$ cat config.mk
export PLATFORM = sky130hd
export DESIGN_NAME = zc_status_top
export DESIGN_NICKNAME = d
export VERILOG_FILES = /design/src/rtl/zc_pkg.sv /design/src/rtl/zc_rst_sync.sv /design/src/rtl/zc_sticky_flag.sv /design/src/rtl/zc_gi_counter.sv /design/src/rtl/zc_status_top.sv
export SDC_FILE = /design/constraint.sdc
export NUM_CORES = 1
export LEC_CHECK = 0
export ABC_AREA = 1
export BUFFER_PORTS_ARGS = -buffer_cell sky130_fd_sc_hd__buf_4
export CAP_MARGIN = 20
export CORE_MARGIN = 2
export CORE_UTILIZATION = 30
export CTS_CLUSTER_DIAMETER = 200
export DETAILED_ROUTE_END_ITERATION = 8
export HOLD_SLACK_MARGIN = 0.08
export MAX_ROUTING_LAYER = met4
export SLEW_MARGIN = 20
export SYNTH_ARGS = -nofsm -noshare
export SYNTH_HDL_FRONTEND = slang
export SYNTH_HIERARCHICAL = 1
export SYNTH_SLANG_ARGS = --single-unit
export TNS_END_PERCENT = 10
$ cat constraint.sdc
create_clock -name clk -period 0.8 [get_ports clk]
set_input_delay 0.24 -clock clk [delete_from_list [all_inputs] [get_ports clk]]
set_output_delay 0.24 -clock clk [all_outputs]
set_load 0.01 [all_outputs]
$ cat src/rtl/zc_pkg.sv
package zc_pkg;
  localparam int DATA_W   = 8;
  localparam int FLAG_BIT = DATA_W - 1;
  localparam int LOW_W    = DATA_W - 1;
  typedef logic [DATA_W-1:0] reg_word_t;
  typedef logic [LOW_W-1:0]  low_bits_t;
endpackage

$ cat src/rtl/zc_rst_sync.sv
module zc_rst_sync #(
  parameter int STAGES = 2
) (
  input  logic clk,
  input  logic rst_n,
  output logic rst_n_sync
);
  logic [STAGES-1:0] sync_q;

  always_ff @(posedge clk or negedge rst_n) begin
    if (!rst_n) sync_q <= '0;
    else        sync_q <= {sync_q[STAGES-2:0], 1'b1};
  end

  assign rst_n_sync = sync_q[STAGES-1];
endmodule

$ cat src/rtl/zc_sticky_flag.sv
module zc_sticky_flag (
  input  logic clk,
  input  logic rst_n,
  input  logic set_evt,
  input  logic clr_rd,
  output logic flag
);
  logic flag_d;

  always_comb begin
    flag_d = flag;
    if (clr_rd)  flag_d = 1'b0;
    if (set_evt) flag_d = 1'b1;
  end

  always_ff @(posedge clk or negedge rst_n) begin
    if (!rst_n) flag <= 1'b0;
    else        flag <= flag_d;
  end

  assert_flag_clear_R3: assert property (@(posedge clk) disable iff (!rst_n)
    (clr_rd && !set_evt) |=> !flag);
  assert_pulse_kept_R5: assert property (@(posedge clk) disable iff (!rst_n)
    set_evt |=> flag);
  assert_flag_hold_R9: assert property (@(posedge clk) disable iff (!rst_n)
    (!clr_rd && !set_evt) |=> $stable(flag));
endmodule

$ cat src/rtl/zc_gi_counter.sv
module zc_gi_counter #(
  parameter int CNT_W = 8
) (
  input  logic             clk,
  input  logic             rst_n,
  input  logic             tick,
  input  logic             clr,
  output logic [CNT_W-1:0] count
);
  localparam logic [CNT_W-1:0] CNT_MAX = {CNT_W{1'b1}};

  logic [CNT_W-1:0] count_d;
  logic             count_en;

  always_comb begin
    count_en = clr || (tick && (count != CNT_MAX));
    count_d  = clr ? '0 : count + 1'b1;
  end

  always_ff @(posedge clk or negedge rst_n) begin
    if (!rst_n)        count <= '0;
    else if (count_en) count <= count_d;
  end

  assert_cnt_zero_R4: assert property (@(posedge clk) disable iff (!rst_n)
    clr |=> (count == '0));
  assert_cnt_zero_tick_R10: assert property (@(posedge clk) disable iff (!rst_n)
    (clr && tick) |=> (count == '0));
  assert_cnt_sat_R6: assert property (@(posedge clk) disable iff (!rst_n)
    (!clr && count == CNT_MAX) |=> (count == CNT_MAX));
  assert_cnt_step_R6: assert property (@(posedge clk) disable iff (!rst_n)
    (!clr && tick && count != CNT_MAX) |=> (count == $past(count) + 1'b1));
endmodule

$ cat src/rtl/zc_status_top.sv
module zc_status_top
  import zc_pkg::*;
#(
  parameter int              ADDR_W    = 2,
  parameter int              CNT_W     = 8,
  parameter logic [ADDR_W-1:0] ZC_REG   = 0,
  parameter logic [ADDR_W-1:0] FIRQ_REG = 1,
  parameter logic [7:0]      FIRQ_CLR  = 8'h80
) (
  input  logic              clk,
  input  logic              rst_n,
  input  logic [ADDR_W-1:0] reg_sel,
  input  logic              rd_en,
  input  logic              wr_en,
  input  logic [7:0]        wr_data,
  output logic [7:0]        rd_data,
  input  logic              zc_pulse,
  input  logic              gi_tick,
  input  logic              firq_from_disp,
  output logic [CNT_W-1:0]  gi_count
);
  logic      rst_n_i;
  logic      zc_flag;
  low_bits_t low_q;
  reg_word_t rd_d;
  logic      zc_rd;
  logic      zc_wr;
  logic      gi_clr;
  logic      unused_wr_msb;

  assign unused_wr_msb = wr_data[FLAG_BIT];

  zc_rst_sync #(.STAGES(2)) i_rst_sync (
    .clk(clk), .rst_n(rst_n), .rst_n_sync(rst_n_i)
  );

  assign zc_rd  = rd_en && (reg_sel == ZC_REG);
  assign zc_wr  = wr_en && (reg_sel == ZC_REG);
  assign gi_clr = zc_rd && zc_flag;

  zc_sticky_flag i_flag (
    .clk(clk), .rst_n(rst_n_i), .set_evt(zc_pulse), .clr_rd(zc_rd), .flag(zc_flag)
  );

  zc_gi_counter #(.CNT_W(CNT_W)) i_cnt (
    .clk(clk), .rst_n(rst_n_i), .tick(gi_tick), .clr(gi_clr), .count(gi_count)
  );

  always_comb begin
    case (reg_sel)
      ZC_REG:   rd_d = {zc_flag, low_q};
      FIRQ_REG: rd_d = firq_from_disp ? 8'h00 : FIRQ_CLR;
      default:  rd_d = '0;
    endcase
  end

  always_ff @(posedge clk or negedge rst_n_i) begin
    if (!rst_n_i)   low_q <= '0;
    else if (zc_wr) low_q <= wr_data[LOW_W-1:0];
  end

  always_ff @(posedge clk or negedge rst_n_i) begin
    if (!rst_n_i)   rd_data <= '0;
    else if (rd_en) rd_data <= rd_d;
  end

  assert_firq_R7: assert property (@(posedge clk) disable iff (!rst_n_i)
    (rd_en && reg_sel == FIRQ_REG) |=>
      (rd_data == ($past(firq_from_disp) ? 8'h00 : FIRQ_CLR)));
  assert_zc_read_R2: assert property (@(posedge clk) disable iff (!rst_n_i)
    (rd_en && reg_sel == ZC_REG) |=> (rd_data[FLAG_BIT] == $past(zc_flag)));
  assert_low_hold_R8: assert property (@(posedge clk) disable iff (!rst_n_i)
    !zc_wr |=> $stable(low_q));
  assert_unmapped_R9: assert property (@(posedge clk) disable iff (!rst_n_i)
    (rd_en && reg_sel != ZC_REG && reg_sel != FIRQ_REG) |=> (rd_data == 8'h00));
  assert_rd_hold_R2: assert property (@(posedge clk) disable iff (!rst_n_i)
    !rd_en |=> $stable(rd_data));
endmodule

==> impl_metrics.csv <==
group,metric,value,unit
outcome,outcome,"finished, violations left",
outcome,violations,"setup timing",
clock_network,clk_pin_slew_worst_paths,0.10,ns
drt,drt_pass1_iterations,4,
worst_setup_path,cp-end-kind,"flip-flop",
worst_setup_path,cp_data_required_time,0.96,ns
synthesis,synth-edff-count,0,
synthesis,async_flop_share,100,%
power_and_ir_drop,p_switching,1190,uW
floorplanning,die-area,4690,sq um
worst_setup_path,worstSetupStartpointType,"flip-flop",
placed_design,io_buffers,31,
drt,vias,1189,
floorplanning,core_area,4000,sq um
finish,final_core_util,48.0,%
drt,via_per_inst,4.45,
drt,final_antenna_net_count,0,
worst_setup_path,cp-startpoint,"i_cnt/count[0]",
synthesis,ys_warn_count,6,
synthesis,syn-cell-area,1250,sq um
grt,grt_max_degree,17,
worst_setup_path,timing.rr.start,"i_cnt/count[0]",
placed_design,pre_cts_ws,-0.448,ns
sta,final-max-slew-violation-count,0,
synthesis,synth.top_cells.by_area,"dfrtp_1 (52%), nand2_1 (19%), nand3_1 (8.4%)",
floorplanning,io_pins,33,
clock_network,h-tree-depth,1,
floorplanning,rows,23,
synthesis,synth_cells,154,
power_and_ir_drop,p_comb_share,33.1,%
sta,max_freq,0.787,GHz
floorplanning,die_w,68.5,microns
sta,fin_crit,1.27,ns
synthesis,synth-seq-cells,26,
synthesis,syn-num-nets,172,
drt,drc,0,
sta,setup_violations,25,
synthesis,synth_cell_types,24,
finish,fin_cells,267,
worst_setup_path,worstSetupPathType,"flip-flop to flip-flop",
synthesis,syn-mean-instance-area,8.10,sq um
power_and_ir_drop,swShare,28.6,%
finish,fin_area,1920,sq um
synthesis,synth_top_area_share,52.2,%
power_and_ir_drop,intPower,2970,uW
finish,syn2layout_area_growth,53.9,%
power_and_ir_drop,p_clk_share,26.4,%
clock_network,clock_latency,0.27,ns
sta,worst_slack,-0.471,ns
sta,min_period_over_period,159,%
finish,fin_nets,236,
placed_design,placed_area,1740,sq um
placed_design,place_inst,261,
grt,grt_pass1_vias,1143,
power_and_ir_drop,powerDensity,2160,nW/um^2
clock_network,cts_buffers,3,
synthesis,synth-main-ff-cell,"dfrtp_1",
drt,drt_iter0_drc,24,
drt,wl_per_cell,11.0,microns
floorplanning,die_h,68.5,microns
sta,hold_viol_final,0,
power_and_ir_drop,p_leak,0.00103,uW
worst_setup_path,path_max_fanout,7,
sta,timing.hold.ws,0.161,ns
floorplanning,initial_core_util,31.2,%
synthesis,synth_top_cell_by_area,"dfrtp_1",
run,drv_cap,0,
clock_network,ctsLongestPathBuffers,2,
finish,drive_gt1_share,39.6,%
clock_network,cts_root_buf,"clkbuf_8",
synthesis,ys_seq_area_share,52.2,%
worst_setup_path,cp_data_arrival_time,1.43,ns
power_and_ir_drop,p_seq_share,40.5,%
grt,grt_overflow,0,
power_and_ir_drop,ir_drop,0.000863,V
placed_design,hpwlAfterDp,2160,microns
drt,wl,2950,microns
grt,grt_pass1_wl,5020,microns
sta,rsz0062_at_grt,"yes",
sta,skew,0.0108,ns
clock_network,cts_tree,"built",
finish,diodes,0,
placed_design,place.gp.congestion,0.836,
clock_network,clock_sinks,26,
hold_path,min_path_type,"flip-flop to asynchronous set/reset pin",
grt,grt_use_total,14.5,%
grt,antenna_found_initial,0,
through the flow:
stage          power, uW  TNS, ns
2_1_floorplan       2170    -3.34
3_3_place_gp        2910    -7.27
3_5_place_dp        2910    -7.75
4_1_cts             4150    -8.44
5_1_grt             4400    -9.91
6_report            4150    -8.52
what timing repair did:
item | 4_1_cts | 5_1_grt
endpoints found under the setup margin | 32 | 31
endpoints found under the hold margin | 2 | 0
resized for setup | 21 | 6
pin swaps | 4 | 3
buffers inserted | 1 | 0
hold buffers | 1 | 0
routing by layer:
layer	share of wire, %	vias up	GRT usage [%]
met1	48	555	19.3
met4	0.92	0	4.50
met2	49	18	23.1
li1	-	614	-
met5	0	-	-
met3	2.4	2	1.48
cell usage after synthesis (2+ instances only):
| cell type | n |
|---|---|
| o21bai_1 | 2 |
| nor2_1 | 6 |
| dfrtp_1 | 26 |
| nor3_1 | 3 |
| inv_1 | 13 |
| nand3_1 | 21 |
| a21oi_1 | 3 |
| nor2_2 | 2 |
| nand2_1 | 62 |
| nand3_2 | 2 |
registers in the layout, indices dropped and copies added, names as in the netlist:
signal and count:
rd_data 8, low_q 7, i_cnt/count 8, i_rst_sync/sync_q 2
i_flag/flag 1
final cells by class:
cell class,count,area [sq um]
well taps,50,62.6
clock inverters,1,30.0
fillers,381,2080
flip-flops and latches,26,652
inverters,15,61.3
repair buffers,62,536
clock buffers,3,41.3
multi-input cells,110,537
worst max-delay path: stages, from the launching register on:
cell and delay, ns:
dfrtp_1 0.39, ha_2 0.20, nand2_2 0.08, nor2_2 0.04, nand2_1 0.06, nand2_2 0.07
nand2_4 0.11, clkinv_4 0.09, nand2_2 0.07, nand2_2 0.05
power groups by stage:
| stage | clock [uW] | combinational [uW] | sequential (uW) |
|---|---|---|---|
| 6_report | 1100 | 1370 | 1680 |
| 5_1_grt | 1170 | 1520 | 1720 |
| 4_1_cts | 1110 | 1350 | 1690 |
| 3_5_place_dp | 0 | 1210 | 1690 |
| 3_3_place_gp | 0 | 1220 | 1690 |
| 2_1_floorplan | 0 | 398 | 1770 |
cell families after synthesis:
logic type	count (synthesis)	synth area share, %
and+or+nand+nor	99	35.0
DFF	26	52.2
buffers and inverters	18	7.02
AOI/OAI and AO/OA	9	4.51
adders and majority gates	1	1.00
other	1	0.301
path summary, 6_finish.rpt:
kind / endpoint / slack (ns) / depth (start not counted)
setup / recovery: i_cnt/count[6] / -0.47 / 9
hold / removal: rd_data[1] / 0.16 / 1
setup reg to reg: i_cnt/count[6] / -0.47 / 9
hold reg to reg: rd_data[1] / 0.16 / 1
max in group asynchronous: i_cnt/count[2] / 0.38 / 1
min in group clk: i_flag/flag / 0.16 / 3
cells in the final DEF, fill, tap and decap left out, types with 5 or more instances in the layout:
cell and instances:
nand3_1 21, inv_1 13, buf_4 43, buf_6 18, nand2_2 8, nor2_1 5, dfrtp_1 25, nand2_1 55
(Power assumes the default switching activity.)
